$ cat config.mk
export PLATFORM = sky130hd
export DESIGN_NAME = sc_tx_top
export DESIGN_NICKNAME = d
export VERILOG_FILES = /design/src/rtl/sc_tx_pkg.sv /design/src/rtl/sc_bit_timer.sv /design/src/rtl/sc_nack_vote.sv /design/src/rtl/sc_guard_timer.sv /design/src/rtl/sc_tx_top.sv
export SDC_FILE = /design/constraint.sdc
export NUM_CORES = 1
export LEC_CHECK = 0
export BUFFER_PORTS_ARGS = -buffer_cell sky130_fd_sc_hd__buf_2
export CAP_MARGIN = 20
export CORE_MARGIN = 5
export CORE_UTILIZATION = 45
export CTS_CLUSTER_DIAMETER = 80
export CTS_CLUSTER_SIZE = 20
export DETAILED_ROUTE_END_ITERATION = 6
export GPL_TIMING_DRIVEN = 0
export RECOVER_POWER = 100
export SYNTH_ARGS = -nofsm -noshare
export SYNTH_HDL_FRONTEND = slang
export SYNTH_HIERARCHICAL = 1
export SYNTH_SLANG_ARGS = --single-unit
$ cat constraint.sdc
create_clock -name clk -period 3.57 [get_ports clk]
set_input_delay 0.5355 -clock clk [delete_from_list [all_inputs] [get_ports clk]]
set_output_delay 0.5355 -clock clk [all_outputs]
set_load 0.02 [all_outputs]
$ cat src/rtl/sc_tx_pkg.sv
package sc_tx_pkg;

  localparam int SC_DW = 8;

  typedef enum logic [2:0] {
    ST_IDLE,
    ST_START,
    ST_DATA,
    ST_PAR,
    ST_STOP,
    ST_DRAIN,
    ST_GUARD
  } sc_state_e;

  // value of the parity bit that makes the count of ones even
  function automatic logic even_parity(input logic [SC_DW-1:0] d);
    return ^d;
  endfunction

  // true when at least two of three samples are low
  function automatic logic maj_low3(input logic [2:0] s);
    return (!s[0] && !s[1]) || (!s[0] && !s[2]) || (!s[1] && !s[2]);
  endfunction

  // ticks in a stop period of one and a half bits
  function automatic int stop_ticks(input int osr);
    return osr + osr / 2;
  endfunction

endpackage

$ cat src/rtl/sc_bit_timer.sv
module sc_bit_timer #(
  parameter int CW = 5
) (
  input  logic          clk,
  input  logic          rst_n,
  input  logic          clear,
  input  logic          tick,
  input  logic [CW-1:0] last,
  output logic [CW-1:0] cnt,
  output logic          at_last
);

  assign at_last = tick && (cnt == last);

  always_ff @(posedge clk or negedge rst_n) begin
    if (!rst_n)       cnt <= '0;
    else if (clear)   cnt <= '0;
    else if (at_last) cnt <= '0;
    else if (tick)    cnt <= cnt + 1'b1;
  end

endmodule

$ cat src/rtl/sc_nack_vote.sv
module sc_nack_vote
  import sc_tx_pkg::*;
(
  input  logic clk,
  input  logic rst_n,
  input  logic clear,
  input  logic sample_en,
  input  logic line,
  output logic vote_low
);

  logic [2:0] smp;

  always_ff @(posedge clk or negedge rst_n) begin
    if (!rst_n)         smp <= 3'b111;
    else if (clear)     smp <= 3'b111;
    else if (sample_en) smp <= {smp[1:0], line};
  end

  assign vote_low = maj_low3(smp);

endmodule

$ cat src/rtl/sc_guard_timer.sv
module sc_guard_timer #(
  parameter int OSR = 16,
  parameter int GW  = 8
) (
  input  logic          clk,
  input  logic          rst_n,
  input  logic          clear,
  input  logic          tick,
  input  logic [GW-1:0] limit,
  output logic          expired
);

  localparam int TW = $clog2(OSR);

  logic [TW-1:0] tcnt;
  logic [GW-1:0] bcnt;

  assign expired = (bcnt == limit);

  always_ff @(posedge clk or negedge rst_n) begin
    if (!rst_n) begin
      tcnt <= '0;
      bcnt <= '0;
    end else if (clear) begin
      tcnt <= '0;
      bcnt <= '0;
    end else if (tick && !expired) begin
      if (tcnt == TW'(OSR - 1)) begin
        tcnt <= '0;
        bcnt <= bcnt + 1'b1;
      end else begin
        tcnt <= tcnt + 1'b1;
      end
    end
  end

  AST_GUARD_SATURATES: assert property (@(posedge clk) disable iff (!rst_n)
    (expired && !clear) |=> $stable(bcnt));

endmodule

$ cat src/rtl/sc_tx_top.sv
module sc_tx_top
  import sc_tx_pkg::*;
#(
  parameter int OSR = 16,
  parameter int GW  = 8
) (
  input  logic          clk,
  input  logic          rst_n,
  input  logic [7:0]    tx_data,
  input  logic          tx_valid,
  output logic          tx_ready,
  input  logic [GW-1:0] guard_bits,
  input  logic          os_tick,
  input  logic          line_in,
  output logic          line_drive_low,
  output logic          rx_hold,
  output logic          tc,
  output logic          frame_err
);

  localparam int STOP_T    = stop_ticks(OSR);
  localparam int CW        = $clog2(STOP_T);
  localparam int BW        = $clog2(SC_DW);
  localparam int SMP_FIRST = OSR - 1;

  sc_state_e        state;
  logic [SC_DW-1:0] shreg;
  logic             par_bit;
  logic [BW-1:0]    bidx;

  logic          accept;
  logic [CW-1:0] bit_last;
  logic [CW-1:0] bcnt;
  logic          bit_end;
  logic          sample_en;
  logic          stop_end;
  logic          nack_seen;
  logic          drain_done;
  logic          guard_start;
  logic          guard_done;

  assign tx_ready    = (state == ST_IDLE) || (state == ST_GUARD);
  assign accept      = tx_valid && tx_ready;
  assign bit_last    = (state == ST_STOP) ? CW'(STOP_T - 1) : CW'(OSR - 1);
  assign sample_en   = (state == ST_STOP) && os_tick &&
                       (bcnt >= CW'(SMP_FIRST)) && (bcnt <= CW'(SMP_FIRST + 2));
  assign stop_end    = (state == ST_STOP) && bit_end;
  assign drain_done  = (state == ST_DRAIN) && os_tick && line_in;
  assign guard_start = (stop_end && !nack_seen) || drain_done;

  sc_bit_timer #(.CW(CW)) u_bit (
    .clk     (clk),
    .rst_n   (rst_n),
    .clear   (accept),
    .tick    (os_tick),
    .last    (bit_last),
    .cnt     (bcnt),
    .at_last (bit_end)
  );

  sc_nack_vote u_vote (
    .clk       (clk),
    .rst_n     (rst_n),
    .clear     (accept),
    .sample_en (sample_en),
    .line      (line_in),
    .vote_low  (nack_seen)
  );

  sc_guard_timer #(.OSR(OSR), .GW(GW)) u_guard (
    .clk     (clk),
    .rst_n   (rst_n),
    .clear   (guard_start),
    .tick    (os_tick),
    .limit   (guard_bits),
    .expired (guard_done)
  );

  always_ff @(posedge clk or negedge rst_n) begin
    if (!rst_n) begin
      state     <= ST_IDLE;
      shreg     <= '0;
      par_bit   <= 1'b0;
      bidx      <= '0;
      tc        <= 1'b1;
      frame_err <= 1'b0;
    end else begin
      frame_err <= 1'b0;
      if (accept) begin
        state   <= ST_START;
        shreg   <= tx_data;
        par_bit <= even_parity(tx_data);
        bidx    <= '0;
        tc      <= 1'b0;
      end else begin
        unique case (state)
          ST_START: if (bit_end) state <= ST_DATA;
          ST_DATA: if (bit_end) begin
            if (bidx == BW'(SC_DW - 1)) begin
              state <= ST_PAR;
            end else begin
              bidx  <= bidx + 1'b1;
              shreg <= shreg >> 1;
            end
          end
          ST_PAR: if (bit_end) state <= ST_STOP;
          ST_STOP: if (bit_end) begin
            frame_err <= nack_seen;
            state     <= nack_seen ? ST_DRAIN : ST_GUARD;
          end
          ST_DRAIN: if (drain_done) state <= ST_GUARD;
          ST_GUARD: if (guard_done) begin
            tc    <= 1'b1;
            state <= ST_IDLE;
          end
          default: state <= ST_IDLE;
        endcase
      end
    end
  end

  assign line_drive_low = (state == ST_START) ||
                          ((state == ST_DATA) && !shreg[0]) ||
                          ((state == ST_PAR) && !par_bit);
  assign rx_hold        = (state == ST_STOP) || (state == ST_DRAIN);

  AST_STOP_RELEASED: assert property (@(posedge clk) disable iff (!rst_n)
    (state == ST_STOP) |-> !line_drive_low);

  AST_ERR_ONE_CYCLE: assert property (@(posedge clk) disable iff (!rst_n)
    frame_err |=> !frame_err);

  AST_ERR_AFTER_STOP: assert property (@(posedge clk) disable iff (!rst_n)
    frame_err |-> ($past(state) == ST_STOP) && (state == ST_DRAIN));

  AST_SAMPLE_IN_STOP: assert property (@(posedge clk) disable iff (!rst_n)
    sample_en |-> rx_hold && !line_drive_low);

  AST_DRAIN_NOT_READY: assert property (@(posedge clk) disable iff (!rst_n)
    (state == ST_DRAIN) |-> !tx_ready && rx_hold);

  AST_TC_ONLY_IDLE: assert property (@(posedge clk) disable iff (!rst_n)
    tc |-> (state == ST_IDLE));

  AST_TC_FALLS: assert property (@(posedge clk) disable iff (!rst_n)
    accept |=> !tc && (state == ST_START));

  AST_READY_QUIET: assert property (@(posedge clk) disable iff (!rst_n)
    tx_ready |-> !line_drive_low && !rx_hold);

endmodule

Yosys cells after proc, flatten, opt, wreduce, memory -nomap -nowiden. Cells that the tools add are included.

Register bits after elaboration: 37. Input bits: 21. Output and inout port bits: 5. Logic and storage cells: 113.

$add $sub $neg: 4. Order comparisons: 2. Equal/unequal tests: 18. Muxes and demuxes: 36. Reductions and logical operators: 43.

Operators with widths (count): 8-bit two-way mux (7); 3-bit two-way mux (14); 5-bit two-way mux (4); 3-bit inequality test, second input constant (6); 3-bit one-hot mux with 6 select lines (1); 1-bit logical AND (15); 2-bit nonzero test (7); 3-bit equality test, second input constant (4); 4-bit two-way mux (3); 8-bit by 1-bit adder with 8-bit output, second input constant (1); 8-bit equality test (1); 8-bit XOR reduction (1); 1-bit logical NOT (7); 1-bit logical OR (7); 7-bit AND reduction (1); 3-bit by 2-bit equality test with 1-bit output, second input constant (2); 1-bit two-way mux (6); 5-bit by 1-bit adder with 5-bit output, second input constant (1); 5-bit equality test (1); 5-bit by 4-bit >= comparator with 1-bit output, second input constant (1); 5-bit less-or-equal comparator, second input constant (1); 4-bit by 1-bit adder with 4-bit output, second input constant (1); 4-bit equality test, second input constant (1); 2-bit AND reduction (2); 8 further kinds (8).

Depth between registers and ports, before layout. Gate-level depths: netlist of the first run.

Depth in word-level cells: 9. Mapped depth: 13.

By module. Netlist of the first run, hierarchy kept.

Modules (own cells, without submodules): sc_tx_top (times used 1, cells each 123, area an instance 1059.8 um^2, sequential area each 426.7 um^2); sc_guard_timer (times used 1, cells each 89, area an instance 915.9 um^2, sequential area each 300.3 um^2); sc_bit_timer (times used 1, cells each 30, area an instance 325.3 um^2, sequential area each 125.1 um^2); sc_nack_vote (times used 1, cells each 11, area an instance 136.4 um^2, sequential area each 78.8 um^2).

Worst setup path after synthesis of the first run. Ideal clock, no wire load.

Kind: register to register. Start point: reg state[2]. End point: reg u_guard.tcnt[0]. Library setup time: 0.125 ns. Data arrival time: 2.512 ns. Setup slack: 0.933 ns. Cell stages (with the launch flop): 13. Path buffers: 2. Period minus slack after synthesis: 2.637 ns. Path through: dfrtp_1 -> buf_6 -> nand2b_4 -> nor2_1 -> inv_1 -> xor2_1 -> nor4_4 -> and2_1 -> nand2_1 -> a21oi_1 -> clkbuf_1 -> nor3_1 -> mux2_4.

Cells in the longest elaborated chain, start to end: 8.

Ends and longest elaborated chain: start, declared (RTL line sc_tx_top.sv:26) `sc_state_e state;`; start signal, assigned (RTL line sc_tx_top.sv:109) `state <= nack_seen ? ST_DRAIN : ST_GUARD;`; 3-bit equality test * (RTL line sc_tx_top.sv:44) `assign bit_last = (state == ST_STOP) ? CW'(STOP_T - 1) : CW'(OSR - 1);`; 5-bit two-way mux * (RTL line sc_tx_top.sv:44); named net bit_last[4] (RTL line sc_tx_top.sv:32) `logic [CW-1:0] bit_last;`; 5-bit equality test * (RTL line sc_bit_timer.sv:13) `assign at_last = tick && (cnt == last);`; 1-bit logical AND * (RTL line sc_bit_timer.sv:13); named net bit_end (RTL line sc_tx_top.sv:34) `logic bit_end;`; 1-bit logical AND * (RTL line sc_tx_top.sv:47) `assign stop_end = (state == ST_STOP) && bit_end;`; 1-bit logical AND * (RTL line sc_tx_top.sv:49) `assign guard_start = (stop_end && !nack_seen) || drain_done;`; 1-bit logical OR * (RTL line sc_tx_top.sv:49); named net guard_start (RTL line sc_tx_top.sv:39) `logic guard_start;`; 4-bit two-way mux / 2-bit nonzero test (equally long branches); end signal, assigned (RTL line sc_guard_timer.sv:32) `tcnt <= tcnt + 1'b1;`; end, declared (RTL line sc_guard_timer.sv:15) `logic [TW-1:0] tcnt;`.

Mark *: on every way through the listed nets, which the timed path passes. The rest lies on a longest branch. A chain may end at the register's enable or synchronous reset.

Worst setup path after layout of the first run.
Start point: reg state[2]. End point: reg u_guard.bcnt[0].

Cells in the longest elaborated chain, start to end: 9.

Ends and longest elaborated chain: 3-bit equality test * (RTL line sc_tx_top.sv:44); 5-bit two-way mux * (RTL line sc_tx_top.sv:44); named net bit_last[4] (RTL line sc_tx_top.sv:32); 5-bit equality test * (RTL line sc_bit_timer.sv:13); 1-bit logical AND * (RTL line sc_bit_timer.sv:13); named net bit_end (RTL line sc_tx_top.sv:34); 1-bit logical AND * (RTL line sc_tx_top.sv:47); 1-bit logical AND * (RTL line sc_tx_top.sv:49); 1-bit logical OR * (RTL line sc_tx_top.sv:49); named net guard_start (RTL line sc_tx_top.sv:39); 2-bit nonzero test (no source line); 2-bit AND reduction (no source line); end signal, assigned (RTL line sc_guard_timer.sv:30) `bcnt <= bcnt + 1'b1;`; end, declared (RTL line sc_guard_timer.sv:16) `logic [GW-1:0] bcnt;`.

Marks and branches as above.

==> results_dict.tcl, run 1 <==
set metrics [dict create \
    yosysMostFrequentCell "dfrtp_1" \
    power_density_nw_per_um2 586.4 \
    hold_viol_final 0 \
    synth-simple-area-share 0.2305 \
    leakagePower_nw 1.194 \
    synth_top_area_frac 0.3388 \
    clock_skew_ps 10.71 \
    antenna_left 0 \
    synthCells 253 \
    gp_congestion 0.7623 \
    required_ps 3750 \
    drv_slew 38 \
    vias_per_cell 5.134 \
    ctsHoldBuffers 0 \
    finalCriticalPeriod_ps 3250 \
    drt-pass1-iter-count 4 \
    synth.largest_area_cell "dfrtp_1" \
    vias 1843 \
    grt_use_total 0.1489 \
    cts_made_buffers 5 \
    synth_top_family_by_area "simple AND/OR/NAND/NOR gates" \
    diodes 0 \
    critical_path_class "reg2reg" \
    grt_pass1_vias 1853 \
    die_width_microns 83.60 \
    start_util 0.4712 \
    endpoint_kind "flop" \
    grt_util_met2 0.2408 \
    clock_sinks 37 \
    synth_warnings 6 \
    vdd_drop_max_mv 0.2865 \
    arrival_ps 3430 \
    drt_iter0_drc 65 \
    grt_pass1_wl_mm 8.707 \
    ios 26 \
    total_power_mw 1.609 \
    synthAdderAreaFrac 0.02567 \
    synth_commonest_cells "dfrtp_1, nand2_1, nor2_1, xor2_1, nor2b_1" \
    fmax_mhz 307.7 \
    tns_ps 0 \
    ys_seq_elements 37 \
    clk_latency_ps 290 \
    ys_types 55 \
    grtUsageMet1 0.2001 \
    critPathLaunchType "flop" \
    setup_viol 0 \
    min_period_over_period 0.9104 \
    synth_compound_area_frac 0.1617 \
    root_buffer "clkbuf_8" \
    die_area_sq_um 6988 \
    finish.net_count 314 \
    clk_pin_slew_ps 80 \
    antenna_found_initial 0 \
    hold_class "in2reg" \
    drt_wl_total_mm 4.754 \
    rows 26 \
    crit_fanout 10 \
    drive_above_1_share 0.2284 \
    gr-usage-met3 0.03455 \
    max-cap-violations 1 \
    failed_checks "capacitance limit, slew limit" \
    overflow 0 \
    synth_edf_count 0 \
    synth_async_sr_flop_share 1.000 \
    h-tree-depth 2 \
    wl_per_cell_microns 13.24 \
    syn_to_final_growth_pct 12.58 \
    synth_area_sq_um 2437 \
    busiest_layer "met2" \
    worst_pin_slew_ps 1984 \
    synth_flop_cell "dfrtp_1" \
    core-area_sq_um 5172 \
    synth_area_per_cell_sq_um 9.634 \
    status "complete, but fails checks" \
    rsz0062_at_grt "no" \
    synth_area_leaders "dfrtp_1, xor2_1, mux2_4" \
    drc 0 \
    cts_tree "built" \
    place_inst 351 \
    post_cts_buffers 0 \
    yosys-mux-area-fraction 0.06622 \
    relSlewSlack -0.3224 \
    grt_max_degree 38 \
    instances_no_fill 359 \
    max-clock-path-buffers 2 \
    fp.dieH_microns 83.60 \
    cts_resized 0 \
    yosysSeqAreaShare 0.3819 \
    final_core_util 0.5305 \
    dp_hpwl_mm 3.466 \
    portBuffers 25 \
    synthXorXnorAreaFrac 0.08984 \
]
==> worst paths after layout <==
kind | start | end | depth (start not counted) | slack (ps)
worst max-delay path | state[2] | u_guard/bcnt[0] | 12 | 320
worst min-delay path | tx_data[7] | shreg[7] | 3 | 480
worst max register to register | state[2] | u_guard/bcnt[0] | 12 | 320
worst min register to register | tc | tc | 2 | 490
max in group asynchronous | rst_n | shreg[7] | 1 | 1630
min in group asynchronous | rst_n | u_bit/cnt[2] | 1 | 790
==> per-stage QoR <==
stage | worst slack, ps | area (sq um) | hold WS [ps]
6_report | 320.0 | 2744 | 478.6
5_1_grt | 11.33 | 2744 | 482.4
2_1_floorplan | 932.8 | 2449 | 239.9
4_1_cts | 328.7 | 2781 | 366.3
3_3_place_gp | 327.9 | 2661 | 478.9
3_5_place_dp | 349.0 | 2661 | 484.2
==> critical path: stages (launching register included) <==
cell,delay (ps)
dfrtp_1,340
buf_6,150
nand2b_4,80
nor2_1,210
inv_1,80
xor2_1,190
nor4_4,430
and2_1,300
nand2_1,70
a21oi_1,440
clkbuf_1,450
nor2_1,90
mux2_1,300
==> layer usage <==
layer  share of wire  wire length, microns  vias up
met5               0                     0        -
met4           0.011                    50        0
met3           0.033                   155        5
met2            0.47                  2216       24
met1            0.49                  2332      864
li1                -                     -      950
==> area by class of cell <==
type | count | area [sq um]
fillers | 501 | 2429
multi-input cells | 201 | 1399
flip-flops and latches | 37 | 930.9
repair buffers | 25 | 120.1
well taps | 70 | 87.58
clock buffers | 6 | 82.58
plain buffers | 12 | 63.81
clock inverters | 2 | 37.54
inverters | 6 | 22.52
==> layout by cell type (no fill, tap or decap), types with 7 or more instances in the layout <==
cell / n
a211oi_1: 7
a21oi_1: 14
a21oi_2: 8
buf_2: 24
clkbuf_1: 11
dfrtp_1: 33
mux2_4: 7
nand2_1: 29
nor2_1: 24
nor2b_1: 15
xnor2_1: 9
xor2_1: 16
==> cells by family after synthesis <==
kind of cell,after synthesis
AO/OA/AOI/OAI,53
buffers and inverters,18
XOR/XNOR,25
adder cells (fa/ha/maj),5
AND/OR/NAND/NOR,102
multiplexers,12
other,1
flip-flops,37
==> where the power goes <==
part	internal, mW	leakage, nW	switching (mW)	total [mW]
sequential	0.538	0.460	0.107	0.646
clock	0.227	0.0574	0.156	0.383
combinational	0.264	0.677	0.316	0.580
==> registers in the layout, indices dropped and copies added, names as in the netlist <==
| signal | count |
|---|---|
| frame_err | 1 |
| shreg | 8 |
| u_vote/smp | 3 |
| state | 3 |
| u_bit/cnt | 5 |
| bidx | 3 |
| u_guard/tcnt | 4 |
| tc | 1 |
| par_bit | 1 |
| u_guard/bcnt | 8 |
(Power assumes the default switching activity.)
==> run 2: changes to the inputs <==
Settings changed: CORE_ASPECT_RATIO from default to 2.
==> run 2 against run 1 <==
- critical endpoint unchanged
- non-clock buffer count unchanged
- cell area down 2.1%
- first-iteration DRC count fell by 23%
- final cell count shrank 2.8%
- combinational power decreased by 1%
- setup slack improved by 1.5 ps
- sequential power grew 1%
- worst hold slack improved by 14 ps
- the run still ends with capacitance limit, slew limit left
- register-to-register slack about the same
- clock skew is 6.6 ps lower
- sequential share of layout area is 0.74 points higher
- via count grew 4.3%
==> results_dict.tcl, run 2 (synthesized netlist as in run 1, its figures left out) <==
set metrics [dict create \
    status "complete, but fails checks" \
    failed_checks "capacitance limit, slew limit" \
    antenna_found_initial 0 \
    slowest_stage "nor4_4" \
    cts_made_buffers 5 \
    required_ps 3750 \
    die_area_sq_um 7078 \
    gp_congestion 0.7485 \
    crit_fanout 10 \
    grt_pass1_vias 2009 \
    overflow 0 \
    vias 1923 \
    reg.largest.list "shreg x8, u_guard/bcnt x8, u_bit/cnt x5" \
    drive_above_1_share 0.2076 \
    power_density_nw_per_um2 576.4 \
    netSwitchingFraction 0.3781 \
    fmax_mhz 307.8 \
    vdd_drop_max_mv 0.3732 \
    clk_pin_slew_ps 70 \
    hold_path_depth 3 \
    dr_wl_met2_mm 3.041 \
    worstHoldStart "tx_data[7]" \
    r2r_end "u_guard/bcnt[0]" \
    comb_power_share 0.370 \
    grt_use_total 0.1679 \
    reg2reg_slack_ps 320 \
    diodes 0 \
    min_period_over_period 0.9099 \
    seq_power_share 0.422 \
    drt-pass1-iter-count 4 \
    reg2reg_depth 12 \
    vias_per_cell 5.510 \
    tns_ps 0 \
    r2r-start "state[2]" \
    drv_slew 38 \
    clk_latency_ps 290 \
    core-area_sq_um 5373 \
    finalCriticalPeriod_ps 3248 \
    antenna_left 0 \
    finish.net_count 314 \
    mostFrequentLayoutCell "dfrtp_1" \
    fp.dieH_microns 114.1 \
    cts_tree "built" \
    holdPathEnd "shreg[7]" \
    ios 26 \
    final_cell_mix "dfrtp_1, nand2_1, nor2_1, buf_2" \
    syn_to_final_growth_pct 10.16 \
    leakagePower_nw 1.181 \
    crit_chain "buf_6 -> nand2b_4 -> nor2_1 -> inv_1 -> xor2_1 -> nor4_4 -> and2_1 -> nand2_1 -> a21oi_1 -> clkbuf_1 -> nor2b_1 -> mux2_1" \
    max-cap-violations 1 \
    clock_skew_ps 4.114 \
    arrival_ps 3420 \
    worst_pin_slew_ps 2074 \
    rsz0062_at_grt "no" \
    drt_iter0_drc 50 \
    relSlewSlack -0.3828 \
    h-tree-depth 2 \
    ctsHoldBuffers 0 \
    die_width_microns 62.04 \
    portBuffers 25 \
    holdWs_ps 492.3 \
    crit_path_max_incr_delay_ps 430 \
    grt_max_degree 38 \
    power_frac_clock 0.208 \
    hold_viol_final 0 \
    critical_path_class "reg2reg" \
    cp_top_family "simple AND/OR/NAND/NOR gates" \
    dp_hpwl_mm 4.055 \
    top_layer_used "met4" \
    path_buf_inv 3 \
    wl_met3_microns 194 \
    n_fill_cell 537 \
    drc 0 \
    grt_pass1_wl_mm 9.073 \
    drt_wl_total_mm 5.268 \
    root_buffer "clkbuf_8" \
    met1_length_mm 1.908 \
    critPathLaunchType "flop" \
    rows 38 \
    wl_per_cell_microns 15.09 \
    start_util 0.4537 \
    setup_viol 0 \
    max-clock-path-buffers 2 \
    switchingPower_mw 0.5852 \
    clock_sinks 37 \
    cell_internal_pwr_mw 0.9624 \
    hold_class "in2reg" \
    endpoint_kind "flop" \
]
==> run 2: worst reg2reg max path, delay by kind of cell, from the launching register on <==
family	cells	cell delay [ps]
XOR/XNOR	1	190
AO/OA/AOI/OAI	1	410
AND/OR/NAND/NOR	6	1250
multiplexers	1	290
flip-flops	1	340
buffers and inverters	3	660
==> run 2: layout make-up <==
class                      instances  area, sq um  area share
tap                               60        75.07     0.02796
buffer                            12        63.81     0.02377
inverter                           6        22.52    0.008388
sequential                        37        930.9      0.3467
timing repair buffer              25        118.9     0.04427
multi-input combinational        201         1373      0.5112
clock buffer                       7        96.34     0.03588
clock inverter                     1        5.005    0.001864
==> run 2: power by group through the flow <==
stage,Sequential [mW],Clock (mW),Combinational (mW)
floorplan,0.625,0,0.489
global placement,0.658,0,0.602
detailed placement,0.660,0,0.619
CTS,0.654,0.337,0.621
global route,0.672,0.356,0.648
finish,0.653,0.323,0.572
==> run 2: worst max-delay path by stage <==
stage	from	slack, ps	depth (start not counted)	end
2_1_floorplan	state[2]	930	12	u_guard/tcnt[0]
3_3_place_gp	state[2]	240	12	u_guard/tcnt[0]
3_5_place_dp	state[2]	220	12	u_guard/bcnt[7]
4_1_cts	state[2]	230	12	u_guard/bcnt[7]
5_1_grt	state[2]	8	12	u_guard/bcnt[3]
6_report	state[2]	320	12	u_guard/bcnt[0]
==> run 2: per-stage QoR <==
| step | area [sq um] | util | setup slack (ps) | power, mW | cells |
|---|---|---|---|---|---|
| after CTS | 2750 | 0.5119 | 227.0 | 1.611 | 349 |
| after global placement | 2649 | 0.4930 | 237.7 | 1.260 | 341 |
| final | 2685 | 0.4998 | 321.6 | 1.548 | 349 |
| after global routing | 2685 | 0.4998 | 8.075 | 1.676 | 349 |
| after detailed placement | 2649 | 0.4930 | 222.1 | 1.279 | 341 |
| after floorplan | 2449 | - | 932.8 | 1.114 | 256 |
==> run 2: routing by layer <==
layer  vias up  track usage
li1        944            -
met3         9      0.03386
met1       938       0.1706
met2        32       0.3109
met5         -            0
met4         0      0.06657
==> run 2: what timing repair did <==
item / CTS / global route
buffers inserted: 0 / 0
setup endpoints to repair: 0 / 6
gates resized for setup: 0 / 2
endpoints found under the hold margin: 0 / 0
